--- src/rtl/chain_pkg.sv ---
// Shared codes and widths for the chaining trigger router.
// Assumes two chaining groups and 3-bit role and trigger codes.
package chain_pkg;
    localparam int ROLE_W     = 3;
    localparam int TRIG_W     = 3;
    localparam int NUM_GROUPS = 2;

    typedef enum logic [2:0] {
        ROLE_IDLE  = 3'd0,
        ROLE_SRC_A = 3'd1,
        ROLE_SRC_B = 3'd2,
        ROLE_DST_A = 3'd3,
        ROLE_DST_B = 3'd4
    } role_e;

    typedef enum logic [2:0] {
        TRIG_OFF   = 3'd0,
        TRIG_FRAG  = 3'd1,
        TRIG_BLOCK = 3'd2,
        TRIG_XFER  = 3'd3,
        TRIG_LIST  = 3'd4
    } trig_e;

    // Source role code of a group.
    function automatic logic [2:0] src_code(input int grp);
        return (grp == 0) ? 3'(ROLE_SRC_A) : 3'(ROLE_SRC_B);
    endfunction

    // Destination role code of a group.
    function automatic logic [2:0] dst_code(input int grp);
        return (grp == 0) ? 3'(ROLE_DST_A) : 3'(ROLE_DST_B);
    endfunction
endpackage

--- src/rtl/chain_role_decode.sv ---
// Decodes the per-channel role codes for one chaining group.
// Produces the group's source and destination masks and its error flag.
// Assumes the role codes are quasi-static configuration.
module chain_role_decode
    import chain_pkg::*;
#(
    parameter int NUM_CH = 8,
    parameter int GROUP  = 0
) (
    input  logic [NUM_CH*ROLE_W-1:0] role_cfg,
    output logic [NUM_CH-1:0]        src_mask,
    output logic [NUM_CH-1:0]        dst_mask,
    output logic                     cfg_err
);
    localparam int               CNT_W    = $clog2(NUM_CH + 1);
    localparam logic [ROLE_W-1:0] SRC_CODE = src_code(GROUP);
    localparam logic [ROLE_W-1:0] DST_CODE = dst_code(GROUP);
    localparam logic [CNT_W-1:0]  ONE      = CNT_W'(1);

    logic [CNT_W-1:0] src_cnt;
    logic [CNT_W-1:0] dst_cnt;

    // Per-channel role matches; codes outside this group's two codes leave the channel out.
    for (genvar ch = 0; ch < NUM_CH; ch++) begin : g_match
        assign src_mask[ch] = (role_cfg[ch*ROLE_W +: ROLE_W] == SRC_CODE);
        assign dst_mask[ch] = (role_cfg[ch*ROLE_W +: ROLE_W] == DST_CODE);
    end

    // Count the channels that hold each role of this group.
    always_comb begin
        src_cnt = '0;
        dst_cnt = '0;
        for (int i = 0; i < NUM_CH; i++) begin
            src_cnt = src_cnt + CNT_W'(src_mask[i]);
            dst_cnt = dst_cnt + CNT_W'(dst_mask[i]);
        end
    end

    // Flag duplicated roles, or a source that has no destination.
    always_comb begin
        cfg_err = (src_cnt > ONE) || (dst_cnt > ONE) ||
                  ((src_cnt == ONE) && (dst_cnt == '0));
    end
endmodule

--- src/rtl/chain_event_select.sv ---
// Picks, for every channel, the done level named by its trigger code.
// Codes outside 1..4 select nothing. Purely combinational.
module chain_event_select
    import chain_pkg::*;
#(
    parameter int NUM_CH = 8
) (
    input  logic [NUM_CH*TRIG_W-1:0] trig_cfg,
    input  logic [NUM_CH-1:0]        frag_done,
    input  logic [NUM_CH-1:0]        block_done,
    input  logic [NUM_CH-1:0]        xfer_done,
    input  logic [NUM_CH-1:0]        list_done,
    output logic [NUM_CH-1:0]        sel_evt
);
    for (genvar ch = 0; ch < NUM_CH; ch++) begin : g_sel
        logic [TRIG_W-1:0] code;
        assign code = trig_cfg[ch*TRIG_W +: TRIG_W];

        // Multiplex the chosen completion level of this channel.
        always_comb begin
            unique case (code)
                TRIG_FRAG:  sel_evt[ch] = frag_done[ch];
                TRIG_BLOCK: sel_evt[ch] = block_done[ch];
                TRIG_XFER:  sel_evt[ch] = xfer_done[ch];
                TRIG_LIST:  sel_evt[ch] = list_done[ch];
                default:    sel_evt[ch] = 1'b0;
            endcase
        end
    end
endmodule

--- src/rtl/chain_group_fire.sv ---
// Forms one group's launch mask: the destination mask when the group's
// source reports its selected event and the group is well formed.
// Assumes at most one source bit is set when cfg_err is low.
module chain_group_fire #(
    parameter int NUM_CH = 8
) (
    input  logic [NUM_CH-1:0] src_mask,
    input  logic [NUM_CH-1:0] dst_mask,
    input  logic [NUM_CH-1:0] sel_evt,
    input  logic              cfg_err,
    output logic [NUM_CH-1:0] launch_mask
);
    logic hit;

    // Detect the source's selected event, gated by the error flag.
    always_comb begin
        hit         = (|(src_mask & sel_evt)) && !cfg_err;
        launch_mask = hit ? dst_mask : '0;
    end
endmodule

--- src/rtl/chain_trigger_router.sv ---
// Top of the two-stage chaining router. It decodes both groups, selects
// each channel's done level and registers the combined start pulses.
// Assumes done inputs are single-cycle pulses and the configuration is stable
// while transfers run.
module chain_trigger_router
    import chain_pkg::*;
#(
    parameter int NUM_CH = 8
) (
    input  logic                     clk,
    input  logic                     rst_n,
    input  logic [NUM_CH*ROLE_W-1:0] role_cfg,
    input  logic [NUM_CH*TRIG_W-1:0] trig_cfg,
    input  logic [NUM_CH-1:0]        frag_done,
    input  logic [NUM_CH-1:0]        block_done,
    input  logic [NUM_CH-1:0]        xfer_done,
    input  logic [NUM_CH-1:0]        list_done,
    output logic [NUM_CH-1:0]        start_pulse,
    output logic [NUM_GROUPS-1:0]    cfg_err
);
    logic [NUM_CH-1:0] sel_evt;
    logic [NUM_CH-1:0] src_m  [NUM_GROUPS];
    logic [NUM_CH-1:0] dst_m  [NUM_GROUPS];
    logic [NUM_CH-1:0] launch [NUM_GROUPS];
    logic [NUM_CH-1:0] launch_all;
    logic [NUM_CH-1:0] dst_union;
    logic [NUM_CH-1:0] start_q;

    chain_event_select #(.NUM_CH(NUM_CH)) u_sel (
        .trig_cfg   (trig_cfg),
        .frag_done  (frag_done),
        .block_done (block_done),
        .xfer_done  (xfer_done),
        .list_done  (list_done),
        .sel_evt    (sel_evt)
    );

    for (genvar g = 0; g < NUM_GROUPS; g++) begin : g_grp
        chain_role_decode #(.NUM_CH(NUM_CH), .GROUP(g)) u_dec (
            .role_cfg (role_cfg),
            .src_mask (src_m[g]),
            .dst_mask (dst_m[g]),
            .cfg_err  (cfg_err[g])
        );

        chain_group_fire #(.NUM_CH(NUM_CH)) u_fire (
            .src_mask    (src_m[g]),
            .dst_mask    (dst_m[g]),
            .sel_evt     (sel_evt),
            .cfg_err     (cfg_err[g]),
            .launch_mask (launch[g])
        );


        err_quiet_chk: assert property (@(posedge clk) disable iff (!rst_n)
            $past(cfg_err[g]) |-> ((start_pulse & $past(dst_m[g])) == '0));
    end

    // Merge the group launches and the destination sets.
    always_comb begin
        launch_all = '0;
        dst_union  = '0;
        for (int g = 0; g < NUM_GROUPS; g++) begin
            launch_all = launch_all | launch[g];
            dst_union  = dst_union | dst_m[g];
        end
    end

    // Register the start pulses; the synchronous reset clears them.
    always_ff @(posedge clk) begin
        if (!rst_n) start_q <= '0;
        else        start_q <= launch_all;
    end

    assign start_pulse = start_q;


    start_cause_chk: assert property (@(posedge clk) disable iff (!rst_n)
        (|start_pulse) |-> $past(|(frag_done | block_done | xfer_done | list_done)));


    start_dst_only_chk: assert property (@(posedge clk) disable iff (!rst_n)
        (start_pulse & ~$past(dst_union)) == '0);


    start_width_chk: assert property (@(posedge clk) disable iff (!rst_n)
        ($past(cfg_err) == '0) |-> ($countones(start_pulse) <= NUM_GROUPS));
endmodule

--- config.mk ---
export PLATFORM = sky130hd
export DESIGN_NAME = chain_trigger_router
export DESIGN_NICKNAME = d
export VERILOG_FILES = /design/src/rtl/chain_pkg.sv /design/src/rtl/chain_role_decode.sv /design/src/rtl/chain_event_select.sv /design/src/rtl/chain_group_fire.sv /design/src/rtl/chain_trigger_router.sv
export SDC_FILE = /design/constraint.sdc
export NUM_CORES = 1
export LEC_CHECK = 0
export ABC_AREA = 1
export CAP_MARGIN = 20
export CORE_MARGIN = 2
export CORE_UTILIZATION = 45
export CTS_CLUSTER_SIZE = 20
export DETAILED_ROUTE_END_ITERATION = 7
export GPL_TIMING_DRIVEN = 0
export PLACE_DENSITY = 0.91
export SYNTH_ARGS = -nofsm -noshare
export SYNTH_HDL_FRONTEND = slang
export SYNTH_SLANG_ARGS = --single-unit
--- constraint.sdc ---
create_clock -name clk -period 12.8 [get_ports clk]
set_input_delay 3.84 -clock clk [delete_from_list [all_inputs] [get_ports clk]]
set_output_delay 3.84 -clock clk [all_outputs]
set_load 0.05 [all_outputs]
-- Yosys cells after proc, flatten, opt, wreduce, memory -nomap -nowiden
Index checks and enable logic that the tools add are counted.
W data, S select, Z words.
- bits in registers: 8
- input port bits: 82
- output and inout port bits: 10
- logic and storage cells: 126
- add/subtract/negate cells: 28
- magnitude comparators: 4
- equal/unequal tests: 66
- mux-type cells: 10
- bitwise operators: 3
- reductions and logical operators: 14
- operator list (kind ; number):
    $add A4 B1 Y4 ; 24
    $eq A3 B2 Y1 const B ; 32
    $eq A3 B1 Y1 const B ; 16
    $eq A3 B3 Y1 const B ; 16
    $pmux W1 S4 ; 8
    $and A8 B8 Y8 ; 2
    $gt A4 B1 Y1 const B ; 4
    $mux W8 ; 2
    $reduce_or A8 Y1 ; 2
    $add A1 B1 Y2 ; 4
    $eq A4 B1 Y1 const B ; 2
    $logic_not A4 Y1 ; 2
    $or A8 B8 Y8 ; 1
    $logic_and A1 B1 Y1 ; 4
    $logic_or A1 B1 Y1 ; 4
    $logic_not A1 Y1 ; 2

-- Logic depth before layout (Yosys ltp)
- word-level depth: 15
- depth in mapped cells: 19
- gate-level depth less buffers: 19

-- Modules after synthesis
A second synthesis with hierarchy kept.
- cell total of the unflattened synthesis: 360
- area total of the unflattened synthesis: 2075.7 um2
- modules (own cells, without submodules) (module ; times used ; cells each ; area an instance (um2) ; seq. area each (um2)):
    chain_role_decode (g_grp[1].u_dec) ; 1 ; 86 ; 565.5 ; 0.0
    chain_role_decode (g_grp[0].u_dec) ; 1 ; 87 ; 560.5 ; 0.0
    chain_event_select ; 1 ; 96 ; 462.9 ; 0.0
    chain_group_fire ; 2 ; 33 ; 131.4 ; 0.0
    chain_trigger_router ; 1 ; 25 ; 224.0 ; 160.2

-- Worst setup path before layout
No wires, ideal clock.
- path kind: input -> output
- start point: input port role_cfg[1]
- end point: output port cfg_err[1]
- data arrival time: 7.056 ns
- required time: 8.960 ns
- slack: 1.904 ns
- cell stages on the path: 17
- path buffers: 1
- cell sequence: inv_1 > nand2_1 > nor2_1 > ha_1 > inv_1 > fa_1 > inv_1 > fa_1 > inv_1 > fa_1 > inv_1 > fa_1 > inv_1 > nand4_1 > nor3b_4 > inv_1 > buf_4
- cells in the longest elaborated chain, start to end: 11
- elaborated cells on any way between the ends: 23
- classes of those cells: add/sub (14); order compare (2); eq/ne (3); reduce/logical (4)
- RTL lines (element ; line ; RTL):
    start, declared ; chain_trigger_router.sv:12 ; input logic [NUM_CH*ROLE_W-1:0] role_cfg,
    $eq A3 B2 Y1 or $eq A3 B3 Y1 (tied branches) ; chain_role_decode.sv:25, chain_role_decode.sv:26 ;
    $add A1 B1 Y2, on equally long branches ; chain_role_decode.sv:34, chain_role_decode.sv:35 ;
    $add A4 B1 Y4, on equally long branches (6 in series) ; chain_role_decode.sv:34, chain_role_decode.sv:35 ;
    $gt A4 B1 Y1 (tied with other cells) ; chain_role_decode.sv:41 ; cfg_err = (src_cnt > ONE) || (dst_cnt > ONE) ||
    $logic_or A1 B1 Y1 or $logic_and A1 B1 Y1 (tied branches) ; chain_role_decode.sv:41, chain_role_decode.sv:42 ;
    $logic_or A1 B1 Y1 (*) ; chain_role_decode.sv:41 ;
    end, declared ; chain_trigger_router.sv:19 ; output logic [NUM_GROUPS-1:0] cfg_err
Mark *: on every way between the ends. The rest lies on a longest branch, timed or not.

-- Worst setup path after layout
Ends and elaborated chain as after synthesis.

==> metrics.md <==
| Metric | Value |
|---|---|
| Register bit total from synthesis | 8 |
| Most instantiated library cell after synthesis | inv_1 |
| Post-synth design cell area | 1860 sq um |
| Synthesis-to-layout area growth | 54.6% |
| Crit path capture type | primary output |
| Post-placement setup slack | 0.442 ns |
| Routed WL per cell | 11.2 um |
| Worst Hold Endpoint | start_pulse[5]$_SDFF_PN0_ |
| Post-Synthesis Net Count | 414 |
| Max-slew violations | 0 |
| Power share of the sequential group | 0.159 |
| Number of fillers in the final layout | 342 |
| Total of hold buffers inserted after clock tree synthesis | 0 |
| Die X-Extent | 68.2 um |
| Die Area | 4660 sq um |
| Final #Nets | 510 |
| Clock buffer count from CTS | 3 |
| Least-Margin Pin Slew | 0.497 ns |
| Flip-flop cell with the highest count after synthesis | dfxtp_1 |
| Initial detailed-routing violation count | 78 |
| Per-instance average area after synthesis | 6.11 sq um |
| Finished Layout Cells | 448 |
| Area of combinational cells with multiple inputs | 1360 sq um |
| Post-layout worst setup margin | 0.424 ns |
| Final core area utilization | 0.723 |
| Clock edge transition at the registers on the reported setup and hold paths | 0.04 ns |
| Mapped Cells | 304 |
| Static leakage | 1.46 nW |
| Routed vias | 2210 |
| Share of power burned in the clock network | 0.180 |
| Setup Crit Path Kind | in2out |
| Max FFs per register | 8 |
| Fraction of final layout cells sized beyond drive strength 1 | 0.0503 |
| Final estimated routing congestion in global placement | 0.854 |
| Proportion of synthesized chip area in sequential cells | 0.0863 |
| Hold Vio Cnt, Final | 0 |
| Core footprint | 3970 sq um |
| DRC viols | 0 |
| Share of the synthesized area in the top cell type | 0.174 |
| Hold crit path type | in2reg |
| Cell at the root of the clock tree | clkbuf_8 |
| Cell accounting for the most synthesized area | inv_1 |
| Async set-or-reset flop fraction in the synthesized netlist | 0 |
| Final clock period utilization by the worst path | 0.967 |
| Outcome | completed |
| Max clock buf depth | 2 |
| Via density per instance | 4.93 |
| Antenna violations before repair | 0 |
| Initial standard-cell utilization of the core | 0.468 |
| First-pass iteration count of the detailed router | 4 |
| Number of library cell types mapped by synthesis | 20 |
| Worst supply voltage drop on vdd | 41.0 uV |
| Number of buffers added for setup after CTS | 0 |
| Post-detail-place hpwl | 4700 um |
| Switching part of the total | 0.413 |
| Seq. cell area | 160 sq um |
| Type of origin of the critical path | primary input |
| Setup violations, final | 0 |
| Worst Hold Path Cells | 3 |
| Max Fanout on Critical Path | 9 |
| Number of antenna repair diodes | 0 |
| Number of sinks handled by clock tree synthesis | 8 |
| Combined global-route utilization of all metal layers | 0.241 |
| Proportion of power drawn by combinational gates | 0.662 |
| Cell total after placement | 445 |
| Post-synth EDFFs | 0 |
| I/O pin cnt | 92 |
| Quantity of I/O buffers inserted on ports | 91 |
| WP data arrival | 8.54 ns |
| Internal Power | 0.0000953 W |
| Post-Route Setup TNS | 0 ns |
| Count of synthesis-stage warnings from yosys | 0 |
| Overall overflow remaining after global route | 0 |
| Wire length of the first global-routing pass | 8710 um |
| Number of max-capacitance violations reported | 0 |
| TritonCTS clock tree | done |
| Data required time of the critical path | 8.96 ns |
| Y dimension of the die | 68.2 um |
| Detailed Route WL | 5020 um |
| Htree depth | 1 |
| Relative max-transition margin | 0.668 |
| Row cnt | 23 |
| Min-Delay Startpoint | rst_n |
| Largest net degree at the start of global routing | 10 |
| Most frequent cells after synthesis | 86 x inv_1, 62 x nand2_1, 47 x nand3_1 |
| Remaining antenna violation count after routing | 0 |
| Total power draw | 0.000162 W |
| Count of instances resized after the clock tree is built | 0 |
| Maximum frequency from static timing analysis | 80.8 MHz |
| Vias in the first global route | 2265 |
| Sw power | 0.0000670 W |
| Power per Cell Area | 56.5 nW/um^2 |
| Synth area leaders | inv_1 17%, fa_1 17%, nand3_1 13%, nand2_1 13%, dfxtp_1 8.6% |
| Final critical delay including setup and external delays | 12.38 ns |
| RSZ-0062 raised after global routing | false |
[metrics by stage]
stage | area (sq um) | hold slack [ns]
detailed placement | 2830 | 4.53
CTS | 2870 | 4.30
finish | 2870 | 4.30
floorplan | 1860 | 4.05
global route | 2870 | 4.33
global placement | 2830 | 4.54
[kinds of logic (layout without fill, tap and decap cells)]
logic type | after synthesis | in the layout | share of synthesized area
and+or+nand+nor | 159 | 159 | 0.418
buffers and inverters | 89 | 183 | 0.184
adders and majority gates | 28 | 28 | 0.253
AOI/OAI and AO/OA | 19 | 19 | 0.0532
DFF | 8 | 8 | 0.0863
xor gates and xnor gates | 1 | 1 | 0.00472
[worst max-delay path, stage by stage]
cell	delay, ns
clkdlybuf4s50_1	0.50
inv_1	0.08
nand2_1	0.06
nor2_1	0.05
ha_1	0.27
inv_1	0.05
fa_1	0.54
inv_1	0.06
fa_1	0.52
inv_1	0.05
fa_1	0.43
inv_1	0.10
fa_1	0.41
inv_1	0.06
nand4_1	0.16
nor3b_4	0.41
inv_1	0.10
buf_4	0.15
clkdlybuf4s50_1	0.69
[cell type report]
cell class              instances  area share
plain buffers                   2     0.00523
clock buffers                   3      0.0144
inverters                      87       0.114
multi-input cells             207       0.472
flip-flops and latches          8      0.0558
well taps                      50      0.0218
repair buffers                 91       0.317
[power groups by stage]
stage / Clock (W) / Combinational, W / Sequential [W]
after floorplan: 0 / 0.0000588 / 0.0000282
after global placement: 0 / 0.000103 / 0.0000261
after detailed placement: 0 / 0.000107 / 0.0000262
after CTS: 0.0000299 / 0.000107 / 0.0000257
after global routing: 0.0000308 / 0.000118 / 0.0000258
final: 0.0000292 / 0.000107 / 0.0000257
[worst max-delay path by stage]
stage / from / endpoint / cells after the start
5_1_grt: role_cfg[1] / cfg_err[1] / 19
3_3_place_gp: role_cfg[1] / cfg_err[1] / 19
6_report: role_cfg[1] / cfg_err[1] / 19
3_5_place_dp: role_cfg[1] / cfg_err[1] / 19
4_1_cts: role_cfg[1] / cfg_err[1] / 19
2_1_floorplan: role_cfg[1] / cfg_err[1] / 17
[cells in the final DEF, fill, tap and decap left out]
cell	instances
buf_4	2
nor3_2	10
nor2_1	15
dfxtp_1	8
nand2_1	62
fa_1	16
nand3_1	47
nor3_1	18
nor3b_1	1
o2bb2ai_1	1
a21oi_1	8
nand4_1	2
ha_1	12
o21ai_0	10
inv_2	1
clkbuf_8	3
inv_1	86
clkdlybuf4s50_1	91
nand2_2	2
nor3b_4	1
xnor2_1	1
nor2_4	1
[routing by layer]
layer / vias to the layer above / global-route usage / part of all wire
met5: - / 0 / 0
met1: 988 / 0.266 / 0.39
met2: 82 / 0.485 / 0.53
met4: 0 / 0.0475 / 0.016
li1: 1130 / - / -
met3: 10 / 0.0296 / 0.059
No activity file was read; power rests on OpenSTA's default activity.
